File: src/rtl/atten_pkg.sv
package atten_pkg;
  localparam int ATT_BITS = 5;
  typedef logic [ATT_BITS-1:0] att_code_t;

  localparam att_code_t ATT_ZERO = '0;
  localparam att_code_t ATT_MSB  = att_code_t'(1) << (ATT_BITS-1);

  // power-up default: transparent start takes the word, else select picks MSB or zero
  function automatic att_code_t boot_code(input logic le, input logic sel, input att_code_t word);
    if (le) return word;
    return sel ? ATT_MSB : ATT_ZERO;
  endfunction
endpackage

File: src/rtl/atten_sync.sv
module atten_sync #(
  parameter int W      = 7,
  parameter int STAGES = 2
) (
  input  logic         clk_i,
  input  logic         rst_ni,
  input  logic [W-1:0] d_i,
  output logic [W-1:0] q_o
);
  logic [W-1:0] stg_q [STAGES];

  for (genvar s = 0; s < STAGES; s++) begin : g_stage
    always_ff @(posedge clk_i or negedge rst_ni) begin
      if (!rst_ni) stg_q[s] <= '0;
      else if (s == 0) stg_q[s] <= d_i;
      else stg_q[s] <= stg_q[(s == 0) ? 0 : s-1];
    end
  end

  assign q_o = stg_q[STAGES-1];
endmodule

File: src/rtl/atten_pw_mon.sv
module atten_pw_mon #(
  parameter int MIN_PW_CYC = 4
) (
  input  logic clk_i,
  input  logic rst_ni,
  input  logic le_s_i,
  input  logic clr_i,
  output logic viol_o
);
  localparam int CNT_W = $clog2(MIN_PW_CYC + 1);
  localparam logic [CNT_W-1:0] CNT_SAT = CNT_W'(MIN_PW_CYC);

  logic [CNT_W-1:0] cnt_q;
  logic             viol_q;
  logic             fall, short_hit;

  // a nonzero count while le is low marks the falling-edge cycle
  assign fall      = !le_s_i && (cnt_q != '0);
  assign short_hit = fall && (cnt_q < CNT_SAT);

  always_ff @(posedge clk_i or negedge rst_ni) begin
    if (!rst_ni) begin
      cnt_q  <= '0;
      viol_q <= 1'b0;
    end else begin
      if (!le_s_i)              cnt_q <= '0;
      else if (cnt_q != CNT_SAT) cnt_q <= cnt_q + 1'b1;
      if (short_hit)   viol_q <= 1'b1;
      else if (clr_i)  viol_q <= 1'b0;
    end
  end

  assign viol_o = viol_q;

  AST_VIOL_STICKY: assert property (@(posedge clk_i) disable iff (!rst_ni)
    (viol_q && !clr_i) |=> viol_q);
  AST_SHORT_FLAGS: assert property (@(posedge clk_i) disable iff (!rst_ni)
    short_hit |=> viol_q);
  AST_CLR_WORKS: assert property (@(posedge clk_i) disable iff (!rst_ni)
    (clr_i && !short_hit) |=> !viol_q);
endmodule

File: src/rtl/atten_state.sv
module atten_state
  import atten_pkg::*;
#(
  parameter int SYNC_STAGES = 2
) (
  input  logic      clk_i,
  input  logic      rst_ni,
  input  att_code_t ctl_s_i,
  input  logic      le_s_i,
  input  logic      pup_s_i,
  output att_code_t state_o
);
  localparam int BOOT_W = $clog2(SYNC_STAGES + 1);
  localparam logic [BOOT_W-1:0] BOOT_LAST = BOOT_W'(SYNC_STAGES);

  att_code_t         state_q;
  logic              le_q, init_q;
  logic [BOOT_W-1:0] boot_q;

  always_ff @(posedge clk_i or negedge rst_ni) begin
    if (!rst_ni) begin
      state_q <= ATT_ZERO;
      le_q    <= 1'b0;
      init_q  <= 1'b0;
      boot_q  <= '0;
    end else begin
      le_q <= le_s_i;
      if (!init_q) begin
        // wait for synchronisers to fill before sampling power-up pins
        if (boot_q == BOOT_LAST) begin
          init_q  <= 1'b1;
          state_q <= boot_code(le_s_i, pup_s_i, ctl_s_i);
        end else begin
          boot_q <= boot_q + 1'b1;
        end
      end else if (le_s_i || le_q) begin
        state_q <= ctl_s_i;
      end
    end
  end

  assign state_o = state_q;

  AST_FOLLOW_HIGH: assert property (@(posedge clk_i) disable iff (!rst_ni)
    (init_q && le_s_i) |=> (state_q == $past(ctl_s_i)));
  AST_HOLD_LOW: assert property (@(posedge clk_i) disable iff (!rst_ni)
    (init_q && !le_s_i && !le_q) |=> $stable(state_q));
  AST_BOOT_SEL: assert property (@(posedge clk_i) disable iff (!rst_ni)
    ($rose(init_q) && !$past(le_s_i)) |-> (state_q == ($past(pup_s_i) ? ATT_MSB : ATT_ZERO)));
  AST_BOOT_LE: assert property (@(posedge clk_i) disable iff (!rst_ni)
    ($rose(init_q) && $past(le_s_i)) |-> (state_q == $past(ctl_s_i)));
  AST_PRE_BOOT: assert property (@(posedge clk_i) disable iff (!rst_ni)
    !init_q |-> (state_q == ATT_ZERO));
endmodule

File: src/rtl/step_atten_ctrl.sv
module step_atten_ctrl
  import atten_pkg::*;
#(
  parameter int SYNC_STAGES = 2,
  parameter int MIN_PW_CYC  = 4
) (
  input  logic                clk_i,
  input  logic                rst_ni,
  input  logic [ATT_BITS-1:0] ctl_i,
  input  logic                le_i,
  input  logic                pup_sel_i,
  input  logic                pw_clr_i,
  output logic [ATT_BITS-1:0] state_o,
  output logic [ATT_BITS-1:0] half_db_o,
  output logic                pw_viol_o
);
  localparam int SW = ATT_BITS + 2;

  logic [SW-1:0] raw, syn;
  att_code_t     ctl_s, state;
  logic          le_s, pup_s;

  assign raw = {pup_sel_i, le_i, ctl_i};

  atten_sync #(.W(SW), .STAGES(SYNC_STAGES)) i_sync (
    .clk_i (clk_i),
    .rst_ni(rst_ni),
    .d_i   (raw),
    .q_o   (syn)
  );

  assign ctl_s = syn[ATT_BITS-1:0];
  assign le_s  = syn[ATT_BITS];
  assign pup_s = syn[ATT_BITS+1];

  atten_state #(.SYNC_STAGES(SYNC_STAGES)) i_state (
    .clk_i  (clk_i),
    .rst_ni (rst_ni),
    .ctl_s_i(ctl_s),
    .le_s_i (le_s),
    .pup_s_i(pup_s),
    .state_o(state)
  );

  atten_pw_mon #(.MIN_PW_CYC(MIN_PW_CYC)) i_pw_mon (
    .clk_i (clk_i),
    .rst_ni(rst_ni),
    .le_s_i(le_s),
    .clr_i (pw_clr_i),
    .viol_o(pw_viol_o)
  );

  assign state_o   = state;
  assign half_db_o = state; // one LSB is 0.5 dB
endmodule

File: config.mk
export PLATFORM = sky130hd
export DESIGN_NAME = step_atten_ctrl
export DESIGN_NICKNAME = d
export VERILOG_FILES = /design/src/rtl/atten_pkg.sv /design/src/rtl/atten_sync.sv /design/src/rtl/atten_pw_mon.sv /design/src/rtl/atten_state.sv /design/src/rtl/step_atten_ctrl.sv
export SDC_FILE = /design/constraint.sdc
export NUM_CORES = 1
export LEC_CHECK = 0
export CAP_MARGIN = 20
export CORE_ASPECT_RATIO = 2
export CORE_MARGIN = 4
export CORE_UTILIZATION = 25
export DETAILED_ROUTE_END_ITERATION = 7
export HOLD_SLACK_MARGIN = 0.06
export SETUP_SLACK_MARGIN = 0.3
export SLEW_MARGIN = 10
export SYNTH_ARGS = -nofsm -noshare
export SYNTH_HDL_FRONTEND = slang
export SYNTH_HIERARCHICAL = 1
export SYNTH_SLANG_ARGS = --single-unit
File: constraint.sdc
create_clock -name clk_i -period 2.2 [get_ports clk_i]
set_input_delay 0.44 -clock clk_i [delete_from_list [all_inputs] [get_ports clk_i]]
set_output_delay 0.44 -clock clk_i [all_outputs]
set_load 0.02 [all_outputs]
* After elaboration in Yosys (flattened, before gate mapping)
Cells that the tools add are included.
W data, S select, Z words.
** Operators by class
- $add $sub $neg :: 2
- $mul :: 0
- Divide/modulo/power cells :: 0
- Magnitude comparators :: 1
- Equality and inequality tests :: 4
- Shifts and indexed selects :: 0
- Muxes and demuxes :: 15
- Bitwise operators :: 2
- Reductions and logical operators :: 9
** Operators with widths (number)
- $mux W5 :: 6
- $mux W1 :: 7
- $mux W3 :: 2
- $reduce_and A2 Y1 :: 2
- $reduce_bool A2 Y1 :: 2
- $add A3 B1 Y3 const B :: 1
- $lt A3 B3 Y1 const B :: 1
- $ne A3 B3 Y1 const B :: 1
- $reduce_bool A3 Y1 :: 1
- $add A2 B1 Y2 const B :: 1
- $eq A2 B2 Y1 const B :: 1
- $logic_and A1 B1 Y1 :: 2
- $ne A2 B1 Y1 const B :: 1
- $ne A2 B2 Y1 const B :: 1
- $not A1 Y1 :: 2
- $logic_not A1 Y1 :: 1
- $logic_or A1 B1 Y1 :: 1
** Storage, ports and cells
- Register bits after elaboration :: 27
- Latch bits :: 0
- Bits in writable memories :: 0
- Memory bits (read-only) :: 0
- Input port bits :: 10
- Memories :: 0

* Logic depth before layout (Yosys ltp)
Gate-level depths: netlist of run 1.
- Depth in word-level cells :: 6
- Mapped depth :: 7
- Mapped depth without buffers :: 6

* By module
Netlist of run 1, hierarchy kept.
** Modules (own cells, without submodules)
- atten_sync :: instances 1, cells each 21, area an instance 402.9 um2, sequential area each 350.3 um2
- atten_state :: instances 1, cells each 34, area an instance 396.6 um2, sequential area each 225.2 um2
- atten_pw_mon :: instances 1, cells each 20, area an instance 198.9 um2, sequential area each 100.1 um2
- step_atten_ctrl :: instances 1, cells each 5, area an instance 37.5 um2, sequential area each 0.0 um2

* Worst setup path before layout of run 1
OpenSTA, ideal clock, no wires.
- Path type :: reg2reg
- From :: register i_sync.stg_q (netlist bit i_sync/q_o[5])
- To :: register i_state.state_q[4], in the netlist i_state/state_o[4]
- Data arrival time :: 1179 ps
- Data required time :: 2075 ps
- Path slack :: 896 ps
- Cell stages (with the launch flop) :: 5
- Buffers on the path :: 1
- Period minus slack after synthesis :: 1304 ps
- Path through :: dfrtp_1 -> buf_4 -> nor2_1 -> mux2_2 -> mux2_4
** Between the ends
- Word-level cells in the longest chain between the ends :: 6
** RTL lines
- start: declaration :: RTL line atten_sync.sv:10 : logic [W-1:0] stg_q [STAGES];
- start signal: indexed assignment :: RTL line atten_sync.sv:15 : else if (s == 0) stg_q[s] <= d_i;
- start signal: indexed assignment :: RTL line atten_sync.sv:16 : else stg_q[s] <= stg_q[(s == 0) ? 0 : s-1];
- $mux W1 :: RTL line atten_pkg.sv:10 : if (le) return word;
- $mux W1 :: RTL line atten_state.sv:30 : if (boot_q == BOOT_LAST) begin
- $mux W1 :: RTL line atten_state.sv:28 : if (!init_q) begin
- $mux W5 :: RTL line atten_pkg.sv:11 : return sel ? ATT_MSB : ATT_ZERO;
- $mux W5 :: RTL line atten_state.sv:30
- $mux W5 :: RTL line atten_state.sv:28
- end signal: assignment :: RTL line atten_state.sv:32 : state_q <= boot_code(le_s_i, pup_s_i, ctl_s_i);
- end signal: assignment :: RTL line atten_state.sv:37 : state_q <= ctl_s_i;
- end: declaration :: RTL line atten_state.sv:16 : att_code_t state_q;
Several ways; a longest one is shown, not always the timed one. The select of a mux whose other input is x is not followed.
A chain may end at the register's enable or synchronous reset.

* Worst setup path in the final report of run 1
- From :: register i_state.state_q[4], in the netlist i_state/state_o[4]
- To :: output half_db_o[4]
** RTL lines
- end: declaration :: RTL line step_atten_ctrl.sv:14 : output logic [ATT_BITS-1:0] half_db_o,
No word-level cell between the ends.

==> results of run 1 <==
where the power goes:
group	leakage (nW)	internal [W]	switching, W
logic	0.190	0.0000677	0.0000653
clock network	0.0217	0.000128	0.000143
registers	0.317	0.000528	0.0000211
total	0.529	0.000723	0.000229
worst max-delay path by stage:
stage	start	endpoint	cells after the start
global placement	i_state/state_o[4]	state_o[4]	1
global route	i_state/state_o[4]	state_o[4]	1
floorplan	i_sync/q_o[5]	i_state/state_o[4]	4
finish	i_state/state_o[4]	half_db_o[4]	1
CTS	i_state/state_o[4]	state_o[4]	1
detailed placement	i_state/state_o[4]	state_o[4]	1
per-layer routing:
metal,vias up,GRT usage,routed length (µm)
met5,-,0,0
met4,0,0.04724,51
li1,284,-,-
met1,273,0.06087,544
met3,6,0.01362,103
met2,21,0.1041,768
kinds of logic (layout without fill, tap and decap cells):
group	count (synthesis)	count (layout)	share of synthesized area
flops	27	27	0.6522
buf+inv	19	32	0.1135
compound gates	18	18	0.1014
simple gates	10	10	0.06282
fa+ha+maj	3	3	0.03624
mux	2	2	0.02536
xor+xnor	1	1	0.008456
placed cells by master (no fill, tap or decap), drive strengths merged, types with 2 or more instances in the layout:
cell type / synthesis / layout
o31ai: 4 / 4
buf: 13 / 2
inv: 6 / 6
ha: 3 / 3
o21ai: 12 / 12
nand4: 2 / 2
nor2: 3 / 3
mux2: 2 / 2
clkbuf: 0 / 3
clkdlybuf4s50: 0 / 20
nand2: 2 / 2
dfrtp: 27 / 27
cell type report:
type	count	area, µm²	area share
Tap cell	51	63.81	0.05030
Sequential cell	27	675.6	0.5325
Clock buffer	3	41.29	0.03254
Clock inverter	1	7.507	0.005917
Timing Repair Buffer	22	215.2	0.1696
Multi-Input combinational cell	34	242.7	0.1913
Inverter	6	22.52	0.01775
through the flow:
stage          utilization  setup WS, ps  instance area [µm²]  total power (W)
3_5_place_dp        0.3109         789.6                 1220        0.0006944
6_report            0.3233         496.2                 1269        0.0009523
2_1_floorplan            -         896.2                 1036        0.0006353
3_3_place_gp        0.3109         795.9                 1220        0.0006856
5_1_grt             0.3233         414.7                 1269         0.001007
4_1_cts             0.3233         481.0                 1269        0.0009694
state kept, by name (all words and copies together), names as in the netlist:
register         flops
i_pw_mon/cnt_q       3
i_pw_mon/viol_o      1
i_state/boot_q       2
i_state/init_q       1
i_state/le_q         1
i_state/state_o      5
i_sync/q_o           7
i_sync/stg_q         7
==> run_results.csv, run 1 <==
group,metric,value,unit
logic_synthesis,syn_nets,93,
timing,timing.hold.ws,352.7,ps
setup_path,r2r_start,"i_sync/q_o[5]",
cts,htreeDepth,1,
logic_synthesis,yosysWarnings,6,
setup_path,critPathMaxStageDelay,620,ps
cts,cts_tree,"yes",
min_path,holdPathEnd,"i_sync/q_o[1]",
logic_synthesis,synth_top_area_share,0.6522,
floorplanning,fp.dieH,99.04,µm
setup_path,endpoint_kind,"primary output",
routing,detail-route-antenna-nets,0,
setup_path,r2r_slack,790,ps
setup_path,crit-reg2reg-capture,"i_state/state_o[4]",
timing,max_freq,586.9,MHz
power,powerDensity,750.6,nW/µm²
logic_synthesis,ys_seq_area_frac,0.6522,
timing,slew_viol_final,0,
logic_synthesis,synth-edff-count,0,
setup_path,worstRegToRegCells,3,
logic_synthesis,yosysTopAreaCell,"dfrtp_1",
floorplanning,core_area,3924,µm²
routing,wl_per_cell,10.19,µm
setup_path,setup.worst_path.start_class,"flop",
floorplanning,die_w,53.52,µm
routing,totalWireLength,1467,µm
run_status,status,"finished clean",
cts,post-cts-setup-buffers,0,
timing,rsz0062_at_grt,"false",
setup_path,cp_slowest_cell,"clkdlybuf4s50_1",
grt,overflow,0,
logic_synthesis,syn_inst,80,
timing,fin_crit,1704,ps
layout,areaGrowthSynthToFinish,22.46,%
setup_path,cp.arrival,1260,ps
min_path,min_from,"i_sync/stg_q[8]",
min_path,hold_depth,0,
cts,clk_latency,260,ps
routing,num_vias,584,
logic_synthesis,syn_area_per_cell,12.95,µm²
layout,fillers,430,
floorplanning,initial_core_util,0.2640,
placed_design,gp_congestion,0.7031,
grt,grt_max_degree,28,
routing,first_pass_iters,4,
setup_path,cp_cell_sequence,"clkdlybuf4s50_1",
timing,fin_setup_tns,0,ps
grt,grt_pass1_wl,2415,µm
floorplanning,die_area,5301,µm²
setup_path,critPathTopFamily,"buffers and inverters",
power,vdd_drop_max,0.0003855,V
setup_path,required,1760,ps
layout,fin_cells,144,
grt,grt_pass1_vias,593,
cts,cts_hold_buf,0,
timing,fin_crit_sh,0.7745,
cts,cts_sinks,27,
cts,cts_buffers,3,
setup_path,path_max_fanout,3,
logic_synthesis,synthArstFlopShare,1.000,
routing,drt_iter0_drc,5,
logic_synthesis,synthTopCellsByArea,"dfrtp_1, buf_4, o21ai_0",
setup_path,crit_type,"reg2out",
cts,root_buffer,"clkbuf_8",
logic_synthesis,synth-seq-cells,27,
run,maxCapViolCount,0,
layout,layout.nets,107,
logic_synthesis,yosysMostFrequentCell,"dfrtp_1",
timing,setup_violations,0,
timing,timing.slew.headroom,0.7436,
logic_synthesis,yosys-top-cells-count,"dfrtp_1, buf_4, o21ai_0, inv_1, o31ai_1",
routing,viasPerCell,4.056,
power,leakage,0.5293,nW
timing,worstMarginPinSlew,384.6,ps
cts,cts-resized-gates,0,
layout,num_antenna_cells,0,
placed_design,dp_cells,140,
routing,drcViolationCount,0,
grt,gr-usage-all-layers,0.06147,
logic_synthesis,synth_flop_cell,"dfrtp_1",
min_path,hold_path.class,"reg2reg",
timing,finalHoldViolations,0,
logic_synthesis,netlist_area,1036,µm²
setup_path,path_buf_inv,1,
grt,antenna_found_initial,0,
logic_synthesis,synth_cell_types,20,
layout,drive_gt1_frac,0.1075,
cts,clock_path_buffers,2,
timing,skew,2.535,ps
cts,clkTransAtPathRegs,90,ps
placed_design,port_buffers,20,
floorplanning,rows,32,
floorplanning,io_pins,21,
(Power assumes the default switching activity.)
==> run 2, diff against run 1 <==
- clock period: 2.2 -> 1.6 ns (I/O delays scaled with it)
==> run 2 against run 1 <==
Against the previous run:
- non-clock buffer count rose by 3
- routed wire length grew 3.5%
- clock power rose by 39%
- via count rose by 4.8%
- sequential share of layout area up 0.68 points
- first-iteration DRC count increased to 2.8 times the previous value
- hold slack better by 0.81 ps
- cell count grew 2.1%
- die area stayed put
==> run_results.csv, run 2 (synthesis results as in run 1) <==
group,metric,value,unit
run_status,status,"finished clean",
setup_path,cp.arrival,1400,ps
setup_path,critPathMaxStageDelay,440,ps
grt,grtUsageMet3,0.01967,
placed_design,gp_congestion,0.7004,
routing,totalWireLength,1518,µm
power,leakage,0.5519,nW
timing,setup_violations,0,
floorplanning,core_area,3924,µm²
power,powerDensity,1029,nW/µm²
setup_path,r2r_slack,360,ps
layout,final_common_cell,"dfrtp_1",
layout,areaGrowthSynthToFinish,21.13,%
min_path,min_from,"i_sync/stg_q[7]",
grt,grtUsageMet2,0.1088,
setup_path,cp_cell_sequence,"nor2_2 -> mux2_2 -> mux2_4",
timing,timing.slew.headroom,0.7854,
setup_path,worstRegToRegCells,3,
cts,cts_tree,"yes",
floorplanning,die_w,53.52,µm
timing,worstMarginPinSlew,321.9,ps
cts,clkTransAtPathRegs,90,ps
routing,drt_iter0_drc,14,
grt,grt_use_met1,0.06660,
setup_path,required,1760,ps
cts,clk_latency,270,ps
timing,finalHoldViolations,0,
layout,layout.nets,110,
power,power.total,0.001292,W
cts,cts_sinks,27,
timing,fin_crit_sh,0.7724,
timing,slew_viol_final,0,
routing,viasPerCell,4.163,
grt,antenna_found_initial,0,
cts,root_buffer,"clkbuf_8",
layout,num_antenna_cells,0,
grt,grt_pass1_vias,599,
placed_design,port_buffers,20,
grt,grt_pass1_wl,2566,µm
grt,overflow,0,
timing,skew,2.098,ps
layout,fin_area,1255,µm²
setup_path,crit_type,"reg2reg",
routing,detail-route-antenna-nets,0,
power,vdd_drop_max,0.0003848,V
setup_path,cp_slowest_cell,"dfrtp_2",
min_path,hold_depth,0,
setup_path,setup.worst_path.start_class,"flop",
routing,first_pass_iters,4,
placed_design,postPlaceCellArea,1235,µm²
routing,num_vias,612,
setup_path,crit-reg2reg-capture,"i_state/state_o[4]",
timing,max_freq,809.2,MHz
cts,cts_buffers,3,
cts,htreeDepth,1,
routing,wl_per_cell,10.33,µm
setup_path,critPathTopFamily,"multiplexers",
cts,clock_path_buffers,2,
layout,drive_gt1_frac,0.3021,
grt,gr-usage-all-layers,0.06772,
layout,final_cell_mix,"dfrtp_1, clkbuf_2, clkdlybuf4s50_1",
setup_path,path_buf_inv,0,
setup_path,endpoint_kind,"flop",
min_path,holdPathEnd,"i_sync/q_o[0]",
min_path,hold_path.class,"reg2reg",
floorplanning,io_pins,21,
floorplanning,die_area,5301,µm²
placed_design,dp_hpwl,1126,µm
setup_path,path_max_fanout,5,
floorplanning,rows,32,
cts,cts_hold_buf,0,
timing,rsz0062_at_grt,"false",
routing,drcViolationCount,0,
setup_path,r2r_start,"i_state/init_q",
grt,grt_max_degree,28,
timing,fin_setup_tns,0,ps
grt,busiest_layer,"met2",
timing,fin_crit,1236,ps
run,maxCapViolCount,0,
floorplanning,fp.dieH,99.04,µm
floorplanning,initial_core_util,0.2640,
==> run 2: cell count changes in the layout (fill, tap and decap cells not counted), sizes merged <==
cell | before | now
clkbuf | 3 | 14
clkdlybuf4s50 | 20 | 9
buf | 2 | 5
clkinv | 0 | 1
clkinvlp | 1 | 0
==> run 2: repair_timing <==
item,in CTS,in global routing
endpoints found under the setup margin,11,17
gates resized for setup,20,23
setup buffers,0,1
==> run 2: cell type report <==
cell class | instances | area [µm²]
multi-input cells | 34 | 255.2
inverters | 6 | 22.52
well taps | 51 | 63.81
flip-flops and latches | 27 | 676.9
clock buffers | 3 | 41.29
repair buffers | 25 | 190.2
fillers | 442 | 2669
clock inverters | 1 | 5.005
==> run 2: worst max path at each step <==
stage,start,to,slack (ps),depth (start not counted)
after CTS,i_state/state_o[0],half_db_o[0],280,1
after global placement,i_state/init_q,i_state/state_o[4],330,3
after detailed placement,i_state/state_o[4],half_db_o[4],320,1
after floorplan,i_sync/q_o[5],i_state/state_o[4],310,4
after global routing,i_state/init_q,i_state/state_o[4],320,3
final,i_state/init_q,i_state/state_o[4],360,3
==> run 2: worst reg2reg max path, delay by kind of cell (launching register included) <==
kind | cells | cell delay [ps]
muxes | 2 | 600
and+or+nand+nor | 1 | 90
DFF | 1 | 440
==> run 2: report_power, final <==
| group | leakage (nW) | switching [W] | internal [W] |
|---|---|---|---|
| registers | 0.317 | 0.0000246 | 0.000725 |
| logic | 0.209 | 0.0000952 | 0.0000709 |
| clock network | 0.0255 | 0.000201 | 0.000174 |
| total | 0.552 | 0.000321 | 0.000971 |
==> run 2: layer usage <==
| layer | up-vias | wire [µm] |
|---|---|---|
| met5 | - | 0 |
| met3 | 4 | 156 |
| met4 | 0 | 53 |
| met1 | 295 | 571 |
| met2 | 24 | 736 |
| li1 | 289 | - |
==> run 2: per-stage QoR <==
step           cells  utilization  worst slack (ps)  hold slack (ps)
2_1_floorplan     80            -             314.0            24.41
3_3_place_gp     142       0.3147             327.5            332.2
3_5_place_dp     142       0.3147             317.2            336.3
4_1_cts          146       0.3259             284.9            357.4
5_1_grt          147       0.3198             316.6            362.4
6_report         147       0.3198             364.2            353.6
==> run 3, diff against run 2 <==
- clock period: 1.6 -> 1.2 ns (I/O delays scaled with it)
==> run 3 against run 2 <==
Against the previous run:
- non-clock buffer count up 7
- total power up 42%
- largest power group unchanged
- die area unchanged
- via count up 3.9%
- utilization up 5.2 points
- register-to-register slack worse by 360 ps
- setup slack worse by 360 ps
- global-route usage up 0.29 points
- combinational power up 90%
- cell count up 4.8%
- clock power up 35%
==> run_results.csv, run 3 (synthesis results as in run 1) <==
group,metric,value,unit
cts,clk_latency,270,ps
timing,max_freq,838.9,MHz
layout,drive_gt1_frac,0.4660,
routing,drcViolationCount,0,
routing,num_vias,636,
grt,gr-usage-all-layers,0.07060,
min_path,hold_path.class,"in2async",
layout,fillers,406,
layout,num_antenna_cells,0,
setup_path,cp_slowest_cell,"dfrtp_1",
floorplanning,die_w,53.52,µm
routing,drt_iter0_drc,2,
power,power.total,0.001834,W
placed_design,dp_cells,145,
setup_path,critPathTopFamily,"multiplexers",
setup_path,worstRegToRegCells,3,
timing,setup_violations,0,
grt,grt_pass1_wl,2697,µm
placed_design,gp_congestion,0.6755,
setup_path,path_max_fanout,2,
setup_path,path_buf_inv,0,
cts,clock_path_buffers,2,
cts,htreeDepth,1,
cts,cts_sinks,27,
grt,overflow,0,
setup_path,crit_type,"reg2reg",
timing,rsz0062_at_grt,"true",
routing,wl_per_cell,11.45,µm
placed_design,postPlaceCellArea,1308,µm²
setup_path,r2r_start,"i_sync/q_o[5]",
timing,slew_viol_final,0,
placed_design,dp_hpwl,1194,µm
cts,clkTransAtPathRegs,90,ps
setup_path,crit-reg2reg-capture,"i_state/state_o[4]",
layout,final_cell_mix,"dfrtp_1, buf_6, clkdlybuf4s50_1",
power,powerDensity,1258,nW/µm²
timing,setup_slack,8.030,ps
cts,cts_buffers,3,
run,maxCapViolCount,0,
layout,areaGrowthSynthToFinish,40.70,%
layout,fin_util,0.3715,
layout,final_common_cell,"dfrtp_1",
timing,skew,1.459,ps
setup_path,crit_start,"i_sync/q_o[5]",
setup_path,endpoint_kind,"flop",
setup_path,setup.worst_path.start_class,"flop",
power,leakage,0.6304,nW
floorplanning,die_area,5301,µm²
timing,fin_crit_sh,0.9933,
timing,finalHoldViolations,0,
routing,first_pass_iters,3,
layout,layout.nets,117,
routing,viasPerCell,4.130,
placed_design,port_buffers,20,
cts,root_buffer,"clkbuf_8",
setup_path,required,1360,ps
timing,fin_crit,1192,ps
layout,fin_cells,154,
floorplanning,initial_core_util,0.2640,
cts,cts_tree,"yes",
grt,antenna_found_initial,0,
timing,timing.slew.headroom,0.8461,
placed_design,dp_slack,-21.16,ps
setup_path,cp.arrival,1350,ps
floorplanning,core_area,3924,µm²
layout,fin_area,1458,µm²
floorplanning,rows,32,
floorplanning,io_pins,21,
routing,detail-route-antenna-nets,0,
cts,cts_hold_buf,0,
grt,grt_pass1_vias,613,
power,vdd_drop_max,0.0006057,V
timing,worstMarginPinSlew,228.8,ps
setup_path,crit_top_cell,"mux2_4",
setup_path,cp_cell_sequence,"nor2_2 -> mux2_4 -> mux2_4",
routing,totalWireLength,1763,µm
setup_path,critPathMaxStageDelay,410,ps
grt,grt_max_degree,28,
setup_path,r2r_slack,8,ps
run_status,status,"finished clean",
floorplanning,fp.dieH,99.04,µm
[run 3: changes by cell type in the layout (fill, tap and decap cells not counted), moves of 2 or more]
cell / previous run / this run
o21ai_2: 0 / 3
buf_6: 2 / 15
clkbuf_2: 11 / 0
o21ai_0: 7 / 4
ha_4: 0 / 2
inv_2: 1 / 4
ha_1: 2 / 0
buf_4: 3 / 7
inv_1: 5 / 1
[run 3: repair_timing]
item / 4_1_cts / 5_1_grt
setup endpoints to repair: 23 / 23
pin swaps: 3 / 3
cloned: 1 / 0
setup buffers: 2 / 2
gates resized for setup: 73 / 12
[run 3: power breakdown]
group | leakage, nW | switching (W) | internal, W | total (W)
clock | 0.0255 | 0.000273 | 0.000233 | 0.000506
sequential | 0.317 | 0.0000442 | 0.000967 | 0.00101
combinational | 0.287 | 0.000144 | 0.000172 | 0.000316
[run 3: how the worst max path moves through the flow]
stage	slack (ps)	endpoint	cells after the start
floorplan	-60	i_state/state_o[4]	4
global placement	-4	i_state/state_o[4]	3
detailed placement	-20	i_state/state_o[4]	3
CTS	3	i_state/state_o[4]	3
global route	-30	i_state/state_o[0]	5
finish	8	i_state/state_o[4]	3
[run 3: stage by stage]
stage	hold WS [ps]	TNS, ps
after floorplan	-55.59	-56.93
after global placement	333.9	-4.133
after detailed placement	335.5	-22.45
after CTS	319.0	0
after global routing	327.6	-80.82
final	317.0	0
[run 3: layout make-up]
type	count	area, µm²	area share
clock buffer	3	41.29	0.02833
clock inverter	1	5.005	0.003433
inverter	6	25.02	0.01717
multi-input combinational	34	315.3	0.2163
sequential	27	675.6	0.4635
tap	51	63.81	0.04378
timing repair buffer	32	331.6	0.2275
[run 3: layer usage]
| metal | vias up | global-route usage | wire [µm] |
|---|---|---|---|
| met2 | 17 | 0.1164 | 989 |
| met1 | 312 | 0.07493 | 616 |
| met5 | - | 0 | 0 |
| met4 | 0 | 0.05315 | 48 |
| li1 | 303 | - | - |
| met3 | 4 | 0.01362 | 109 |
